**src/rtl/lmt_pkg.sv**
```systemverilog
package lmt_pkg;
  localparam int WORD_BYTES = 4;
  localparam int LINE_WORDS = 8;
  localparam int LINE_BYTES = WORD_BYTES * LINE_WORDS;
  localparam int LINE_OFS   = $clog2(LINE_BYTES);

  function automatic int idx_width(input int n);
    return (n > 1) ? $clog2(n) : 1;
  endfunction
endpackage

```
**src/rtl/lmt_fb_table.sv**
```systemverilog
module lmt_fb_table #(
  parameter int NFB    = 2,
  parameter int LINE_W = 27,
  parameter int IDX_W  = 1
) (
  input  logic              clk,
  input  logic              rst,
  input  logic [LINE_W-1:0] probe_line,
  input  logic              alloc_en,
  input  logic              rel_en,
  input  logic [IDX_W-1:0]  rel_id,
  input  logic [IDX_W-1:0]  rd_id,
  output logic [LINE_W-1:0] rd_line,
  output logic              match_any,
  output logic [IDX_W-1:0]  match_id,
  output logic              full,
  output logic [IDX_W-1:0]  free_id
);
  logic [NFB-1:0]    busy_q;
  logic [LINE_W-1:0] line_mem [NFB];
  logic [NFB-1:0]    match_vec;

  // parallel compare; an entry being released this cycle is not a match
  always_comb begin
    match_vec = '0;
    match_id  = '0;
    for (int i = 0; i < NFB; i++) begin
      if (busy_q[i] && !(rel_en && rel_id == IDX_W'(i)) &&
          line_mem[i] == probe_line)
        match_vec[i] = 1'b1;
    end
    for (int i = 0; i < NFB; i++)
      if (match_vec[i]) match_id = match_id | IDX_W'(i);
    match_any = |match_vec;
  end

  always_comb begin
    free_id = '0;
    for (int i = NFB - 1; i >= 0; i--)
      if (!busy_q[i]) free_id = IDX_W'(i);
    full = &busy_q;
  end

  assign rd_line = line_mem[rd_id];

  always_ff @(posedge clk) begin
    if (rst) begin
      busy_q <= '0;
    end else begin
      if (rel_en)   busy_q[rel_id]  <= 1'b0;
      if (alloc_en) busy_q[free_id] <= 1'b1;
    end
  end

  always_ff @(posedge clk) begin
    if (alloc_en) line_mem[free_id] <= probe_line;
  end
endmodule

```
**src/rtl/lmt_req_fifo.sv**
```systemverilog
module lmt_req_fifo #(
  parameter int DEPTH = 2,
  parameter int W     = 1
) (
  input  logic         clk,
  input  logic         rst,
  input  logic         push,
  input  logic [W-1:0] push_data,
  input  logic         pop,
  output logic         not_empty,
  output logic [W-1:0] head
);
  localparam int PTR_W = (DEPTH > 1) ? $clog2(DEPTH) : 1;
  localparam int CNT_W = $clog2(DEPTH + 1);

  logic [W-1:0]     mem [DEPTH];
  logic [PTR_W-1:0] wr_ptr, rd_ptr;
  logic [CNT_W-1:0] cnt;

  function automatic logic [PTR_W-1:0] nxt(input logic [PTR_W-1:0] p);
    return (p == PTR_W'(DEPTH - 1)) ? '0 : p + PTR_W'(1);
  endfunction

  assign not_empty = (cnt != '0);
  assign head      = mem[rd_ptr];

  always_ff @(posedge clk) begin
    if (rst) begin
      wr_ptr <= '0;
      rd_ptr <= '0;
      cnt    <= '0;
    end else begin
      if (push) wr_ptr <= nxt(wr_ptr);
      if (pop)  rd_ptr <= nxt(rd_ptr);
      if (push && !pop)      cnt <= cnt + CNT_W'(1);
      else if (pop && !push) cnt <= cnt - CNT_W'(1);
    end
  end

  always_ff @(posedge clk) begin
    if (push) mem[wr_ptr] <= push_data;
  end
endmodule

```
**src/rtl/lmt_slots.sv**
```systemverilog
module lmt_slots #(
  parameter int DEPTH = 4,
  parameter int TAG_W = 6,
  parameter int IDX_W = 1
) (
  input  logic                   clk,
  input  logic                   rst,
  input  logic                   alloc_en,
  input  logic [TAG_W-1:0]       alloc_tag,
  input  logic [IDX_W-1:0]       alloc_fb,
  input  logic                   rel_en,
  input  logic [IDX_W-1:0]       rel_fb,
  output logic                   full,
  output logic [DEPTH-1:0]       done_vld,
  output logic [DEPTH*TAG_W-1:0] done_tags
);
  localparam int SLOT_W = (DEPTH > 1) ? $clog2(DEPTH) : 1;

  logic [DEPTH-1:0] used_q;
  logic [TAG_W-1:0] tag_q  [DEPTH];
  logic [IDX_W-1:0] link_q [DEPTH];
  logic [DEPTH-1:0] rel_hit;
  logic [SLOT_W-1:0] free_slot;

  always_comb begin
    free_slot = '0;
    for (int i = DEPTH - 1; i >= 0; i--)
      if (!used_q[i]) free_slot = SLOT_W'(i);
    full = &used_q;
  end

  generate
    for (genvar s = 0; s < DEPTH; s++) begin : g_slot
      assign rel_hit[s] = used_q[s] && rel_en && (link_q[s] == rel_fb);

      always_ff @(posedge clk) begin
        if (rst) begin
          used_q[s]                   <= 1'b0;
          done_vld[s]                 <= 1'b0;
          done_tags[s*TAG_W +: TAG_W] <= '0;
        end else begin
          done_vld[s]                 <= rel_hit[s];
          done_tags[s*TAG_W +: TAG_W] <= rel_hit[s] ? tag_q[s] : '0;
          if (rel_hit[s])
            used_q[s] <= 1'b0;
          else if (alloc_en && free_slot == SLOT_W'(s))
            used_q[s] <= 1'b1;
        end
      end

      always_ff @(posedge clk) begin
        if (alloc_en && free_slot == SLOT_W'(s)) begin
          tag_q[s]  <= alloc_tag;
          link_q[s] <= alloc_fb;
        end
      end
    end
  endgenerate
endmodule

```
**src/rtl/ld_miss_tracker.sv**
```systemverilog
module ld_miss_tracker #(
  parameter int ADDR_W    = 32,
  parameter int TAG_W     = 6,
  parameter int LMQ_DEPTH = 4,
  parameter int FB_COUNT  = 2,
  localparam int LINE_W   = ADDR_W - lmt_pkg::LINE_OFS,
  localparam int FB_IDX_W = lmt_pkg::idx_width(FB_COUNT)
) (
  input  logic                       clk,
  input  logic                       rst,
  input  logic                       lkp_valid,
  input  logic                       lkp_hit,
  input  logic [LINE_W-1:0]          lkp_line,
  input  logic [TAG_W-1:0]           lkp_tag,
  output logic                       lkp_stall,
  output logic                       rd_req_valid,
  input  logic                       rd_req_ready,
  output logic [LINE_W-1:0]          rd_req_line,
  output logic [FB_IDX_W-1:0]        rd_req_id,
  input  logic                       fill_valid,
  input  logic [FB_IDX_W-1:0]        fill_id,
  output logic [LMQ_DEPTH-1:0]       done_vld,
  output logic [LMQ_DEPTH*TAG_W-1:0] done_tags
);
  logic                is_miss, accept, fb_alloc;
  logic                fb_match, fb_full, lmq_full;
  logic [FB_IDX_W-1:0] match_id, free_id, link_id;

  assign is_miss   = lkp_valid && !lkp_hit;
  assign lkp_stall = is_miss && (lmq_full || (fb_full && !fb_match));
  assign accept    = is_miss && !lkp_stall;
  assign fb_alloc  = accept && !fb_match;
  assign link_id   = fb_match ? match_id : free_id;

  lmt_fb_table #(.NFB(FB_COUNT), .LINE_W(LINE_W), .IDX_W(FB_IDX_W)) fb_i (
    .clk        (clk),
    .rst        (rst),
    .probe_line (lkp_line),
    .alloc_en   (fb_alloc),
    .rel_en     (fill_valid),
    .rel_id     (fill_id),
    .rd_id      (rd_req_id),
    .rd_line    (rd_req_line),
    .match_any  (fb_match),
    .match_id   (match_id),
    .full       (fb_full),
    .free_id    (free_id)
  );

  lmt_req_fifo #(.DEPTH(FB_COUNT), .W(FB_IDX_W)) req_i (
    .clk       (clk),
    .rst       (rst),
    .push      (fb_alloc),
    .push_data (free_id),
    .pop       (rd_req_valid && rd_req_ready),
    .not_empty (rd_req_valid),
    .head      (rd_req_id)
  );

  lmt_slots #(.DEPTH(LMQ_DEPTH), .TAG_W(TAG_W), .IDX_W(FB_IDX_W)) lmq_i (
    .clk       (clk),
    .rst       (rst),
    .alloc_en  (accept),
    .alloc_tag (lkp_tag),
    .alloc_fb  (link_id),
    .rel_en    (fill_valid),
    .rel_fb    (fill_id),
    .full      (lmq_full),
    .done_vld  (done_vld),
    .done_tags (done_tags)
  );
endmodule

```
**config.mk**
```make
export PLATFORM = sky130hd
export DESIGN_NAME = ld_miss_tracker
export DESIGN_NICKNAME = d
export VERILOG_FILES = /design/src/rtl/lmt_pkg.sv /design/src/rtl/lmt_fb_table.sv /design/src/rtl/lmt_req_fifo.sv /design/src/rtl/lmt_slots.sv /design/src/rtl/ld_miss_tracker.sv
export SDC_FILE = /design/constraint.sdc
export NUM_CORES = 1
export LEC_CHECK = 0
export BUFFER_PORTS_ARGS = -buffer_cell sky130_fd_sc_hd__buf_4
export CAP_MARGIN = 30
export CORE_ASPECT_RATIO = 1.5
export CORE_UTILIZATION = 58
export CTS_BUF_LIST = sky130_fd_sc_hd__clkbuf_8 sky130_fd_sc_hd__clkbuf_16
export DETAILED_ROUTE_END_ITERATION = 6
export PLACE_DENSITY = 0.95
export SETUP_SLACK_MARGIN = 0.3
export SYNTH_ARGS = -nofsm -noshare
export SYNTH_HDL_FRONTEND = slang
export SYNTH_SLANG_ARGS = --single-unit
```
**constraint.sdc**
```tcl
create_clock -name clk -period 7.58 [get_ports clk]
set_input_delay 0.758 -clock clk [delete_from_list [all_inputs] [get_ports clk]]
set_output_delay 0.758 -clock clk [all_outputs]
set_load 0.02 [all_outputs]
```
==> results.md <==
* Number of antenna violations at the first check in global routing at 0
* Post-synthesis net count at 359
* Worst hold slack across all endpoints at 0.444 ns
* Data arrival at the endpoint of the critical path at 2.72 ns
* Setup crit start: lkp_line[1]
* Initial core utilization at 59.9%
* Count of buffers from port buffering at 97
* # resized after CTS at 0
* Maximum fanout along the worst path at 4
* Final TNS setup at 0 ns
* DRC violations left at 0
* Longest Clk Path Bufs at 2
* Chip height at 113 um
* Die area at 8640 um2
* Hold_sp: lmq_i.tag_q[3][1]
* Fraction of the mapped netlist area in adder cells at 0.261%
* Mux cell area share after synthesis at 6.78%
* Clock sink count at 123
* Vias in the first global route at 3109
* Ports placed on the boundary at 98
* Startpoint of the most critical register-to-register path: fb_i.line_mem[1][1]
* Endpoint of the worst hold path: lmq_i.done_tags[19]
* Xor/xnor cell area share of the yosys netlist at 11.1%
* Worst-case clock skew at 0.00481 ns
* Cell variety after synth at 34
* Time the worst path needs with I/O delays and setup at 3.48 ns
* Inserted Clock Buffers at 17
* Total of flip-flops plus latches after synthesis at 123
* Clock edge transition at the registers on the reported setup and hold paths at 0.05 ns
* Count of flip-flops with a built-in enable after synthesis at 84
* Number of buffers inserted to repair setup after CTS at 0
* Master cell of the clock root buffer: clkbuf_16
* Initial drt markers at 180
* Status: finished, final reports clean
* Total core area at 8010 um2
* Total routed wirelength at 10000 um
* Pin count of the biggest net entering global routing at 29
* Final HPWL from detailed placement at 6830 um
* Hold violation count in the final report at 0
* Required time reported for the critical path endpoint at 6.82 ns
* Yosys warning total at 0
* Simple logic cell fraction of the synthesized area at 9.65%
* Clock insertion delay at the later pin of the skew report at 0.41 ns
* FMAX at 0.287 GHz
* Fraction of the mapped netlist area in compound gates at 2.19%
* Number of vias per cell after detailed routing at 5.38
* Category of the critical setup timing path: primary input to output port
* Dominant synthesized flop cell: edfxtp_1
* Antenna cells at 0
* Main combinational cell family by area after synthesis: XOR/XNOR gates
* Overall global routing resource usage at 24.7%
* Switching part of the total power at 25.0%
* Max-Cap Viols at 0
* Layout-stage area growth over the synthesis result at 30.0%
* Sequential fraction of design power at 44.6%
* Gate count of the mapped netlist at 318
* Async set or reset register ratio after synthesis at 0%
* CTS tree: built
* First-pass detailed-route iteration total at 5
* Std cell rows at 40
* IR drop worst, VDD at 0.248 mV
* Final worst-path cycle share at 45.9%
* Post-cts hold buffer count at 0
* Netlist area before placement at 4800 um2
* Path depth of the worst reg2reg path at 7
* Pwr per Cell Area at 273 nW/um2
* Routed WL per cell at 18.4 um
* Static leakage at 2.40 nW
* Measured slew at the worst slew-check pin at 0.914 ns
* Relative max-transition margin at 38.6%
* Final count of pins violating max slew at 0
* Part of the Yosys area used for sequential elements at 68.9%
* Last weighted congestion value of the routability-driven placer at 0.776
* Post-Syn Area per Cell at 15.1 um2
* Routed Antenna Nets at 0
* Remaining global-route overflow at 0
* Setup repair after global routing missed its margin: false
* Startpoint Class: primary input
* Worst hold stages at 1
* Layout cell share with drive strength beyond 1 at 38.5%
* Via count of the routed design at 2944
* Internal Pwr Total at 1.27 mW
* Setup Viol. Count Final at 0
* CP Capture Type: output port
* Tightest Hold Check Type: flop to flop
* Share of power burned in the clock network at 42.2%
* Setup slack, reg-to-reg at 4.40 ns
* Count of nets after finishing at 470
* Final design utilization at 77.9%
* Gate power share at 13.2%
* Switching power at 0.424 mW
* Width of the die at 76.2 um
* Number of H-tree branching levels at 4
* Reg-to-reg critical path endpoint: lmq_i.tag_q[1][4]
* First-pass GRT wire length at 15500 um
[power by group through the flow]
stage                     sequential (mW)  clock, mW  combinational (mW)
after floorplan                     0.767          0               0.126
after global routing                0.759      0.757               0.237
final                               0.757      0.718               0.225
after global placement              0.769          0               0.208
after CTS                           0.757      0.725               0.225
after detailed placement            0.770          0               0.222
[cell type report]
type / instances / area (um2)
multi-input cells: 182 / 1450
fillers: 451 / 1770
clock buffers: 18 / 439
well taps: 105 / 131
repair buffers: 100 / 791
clock inverters: 14 / 98.8
inverters: 5 / 18.8
flip-flops and latches: 123 / 3300
[kinds of logic (layout without fill, tap and decap cells)]
logic type / Yosys count / in the layout
AO/OA/AOI/OAI: 15 / 15
XOR/XNOR: 61 / 61
adder cells (fa/ha/maj): 1 / 1
buffers and inverters: 13 / 137
flip-flops: 123 / 123
multiplexers: 29 / 29
AND/OR/NAND/NOR: 76 / 76
[worst max-delay path by stage]
stage               slack [ns]                 to  cells after the start
floorplan                 4.62    lmq_i.link_q[1]                      7
global placement          4.14  lmq_i.tag_q[1][3]                      8
detailed placement        4.04  lmq_i.tag_q[1][0]                      8
CTS                       4.13          lkp_stall                      8
global route              4.03          lkp_stall                      7
finish                    4.10          lkp_stall                      8
[through the flow]
| step | std cells | instance area (um2) | setup slack [ns] | total power, mW |
|---|---|---|---|---|
| floorplan | 318 | 4800 | 4.62 | 0.892 |
| global placement | 513 | 5640 | 4.14 | 0.977 |
| detailed placement | 515 | 5700 | 4.04 | 0.992 |
| CTS | 547 | 6230 | 4.13 | 1.71 |
| global route | 547 | 6230 | 4.03 | 1.75 |
| finish | 547 | 6230 | 4.10 | 1.70 |
[metal layers]
metal | vias to the layer above | global-route usage [%] | part of all wire [%]
met3 | 25 | 9.52 | 7.2
met5 | - | 0 | 0
met1 | 1413 | 23.8 | 35
met2 | 140 | 45.2 | 55
li1 | 1366 | - | -
met4 | 0 | 12.6 | 3.1
[synthesized netlist by cell type (2+ instances only)]
master | instances | area (um2)
inv_1 | 5 | 18.8
dfxtp_1 | 39 | 781
and3_1 | 4 | 25.0
mux2_2 | 28 | 315
or2_2 | 2 | 12.5
and2_1 | 26 | 163
nor2_1 | 8 | 30.0
and2b_1 | 2 | 15.0
a31o_2 | 2 | 17.5
nand4_1 | 10 | 62.6
nor4_1 | 8 | 50.1
nand4_2 | 2 | 25.0
a21boi_0 | 2 | 15.0
a21oi_1 | 5 | 25.0
nor2b_1 | 3 | 18.8
edfxtp_1 | 84 | 2520
xnor2_1 | 31 | 272
xor2_1 | 30 | 263
clkbuf_1 | 7 | 26.3
nand2_1 | 5 | 18.8
o21ai_0 | 2 | 10.0
[registers in the layout (all words and copies together) (netlist names), named ones only]
register         flops
fb_i.line_mem       54
lmq_i.done_tags     24
lmq_i.tag_q         24
lmq_i.done_vld       4
lmq_i.link_q         4
lmq_i.used_q         4
fb_i.busy_q          2
req_i.cnt            2
req_i.mem            2
req_i.rd_ptr         1
req_i.wr_ptr         1
[cell usage in the layout (no fill, tap or decap), types with 3 or more instances in the layout]
master,n
nor2b_1,3
clkinv_2,5
nor2_1,8
mux2_2,28
edfxtp_1,84
and3_1,4
dfxtp_1,39
inv_1,5
and2_1,26
xor2_1,30
nand2_1,5
buf_4,98
xnor2_1,31
clkbuf_16,17
clkinv_4,3
a21oi_1,5
nand4_1,10
clkinvlp_4,4
nor4_1,8
[worst max-delay path, stage by stage]
cell and delay [ns]:
buf_4 0.13, xor2_1 0.16, nor4_1 0.40, nand4_1 0.21, or4_4 0.60, nand4_2 0.16, a21boi_0 0.13, buf_4 0.18
Power figures use the tool's default switching activity.
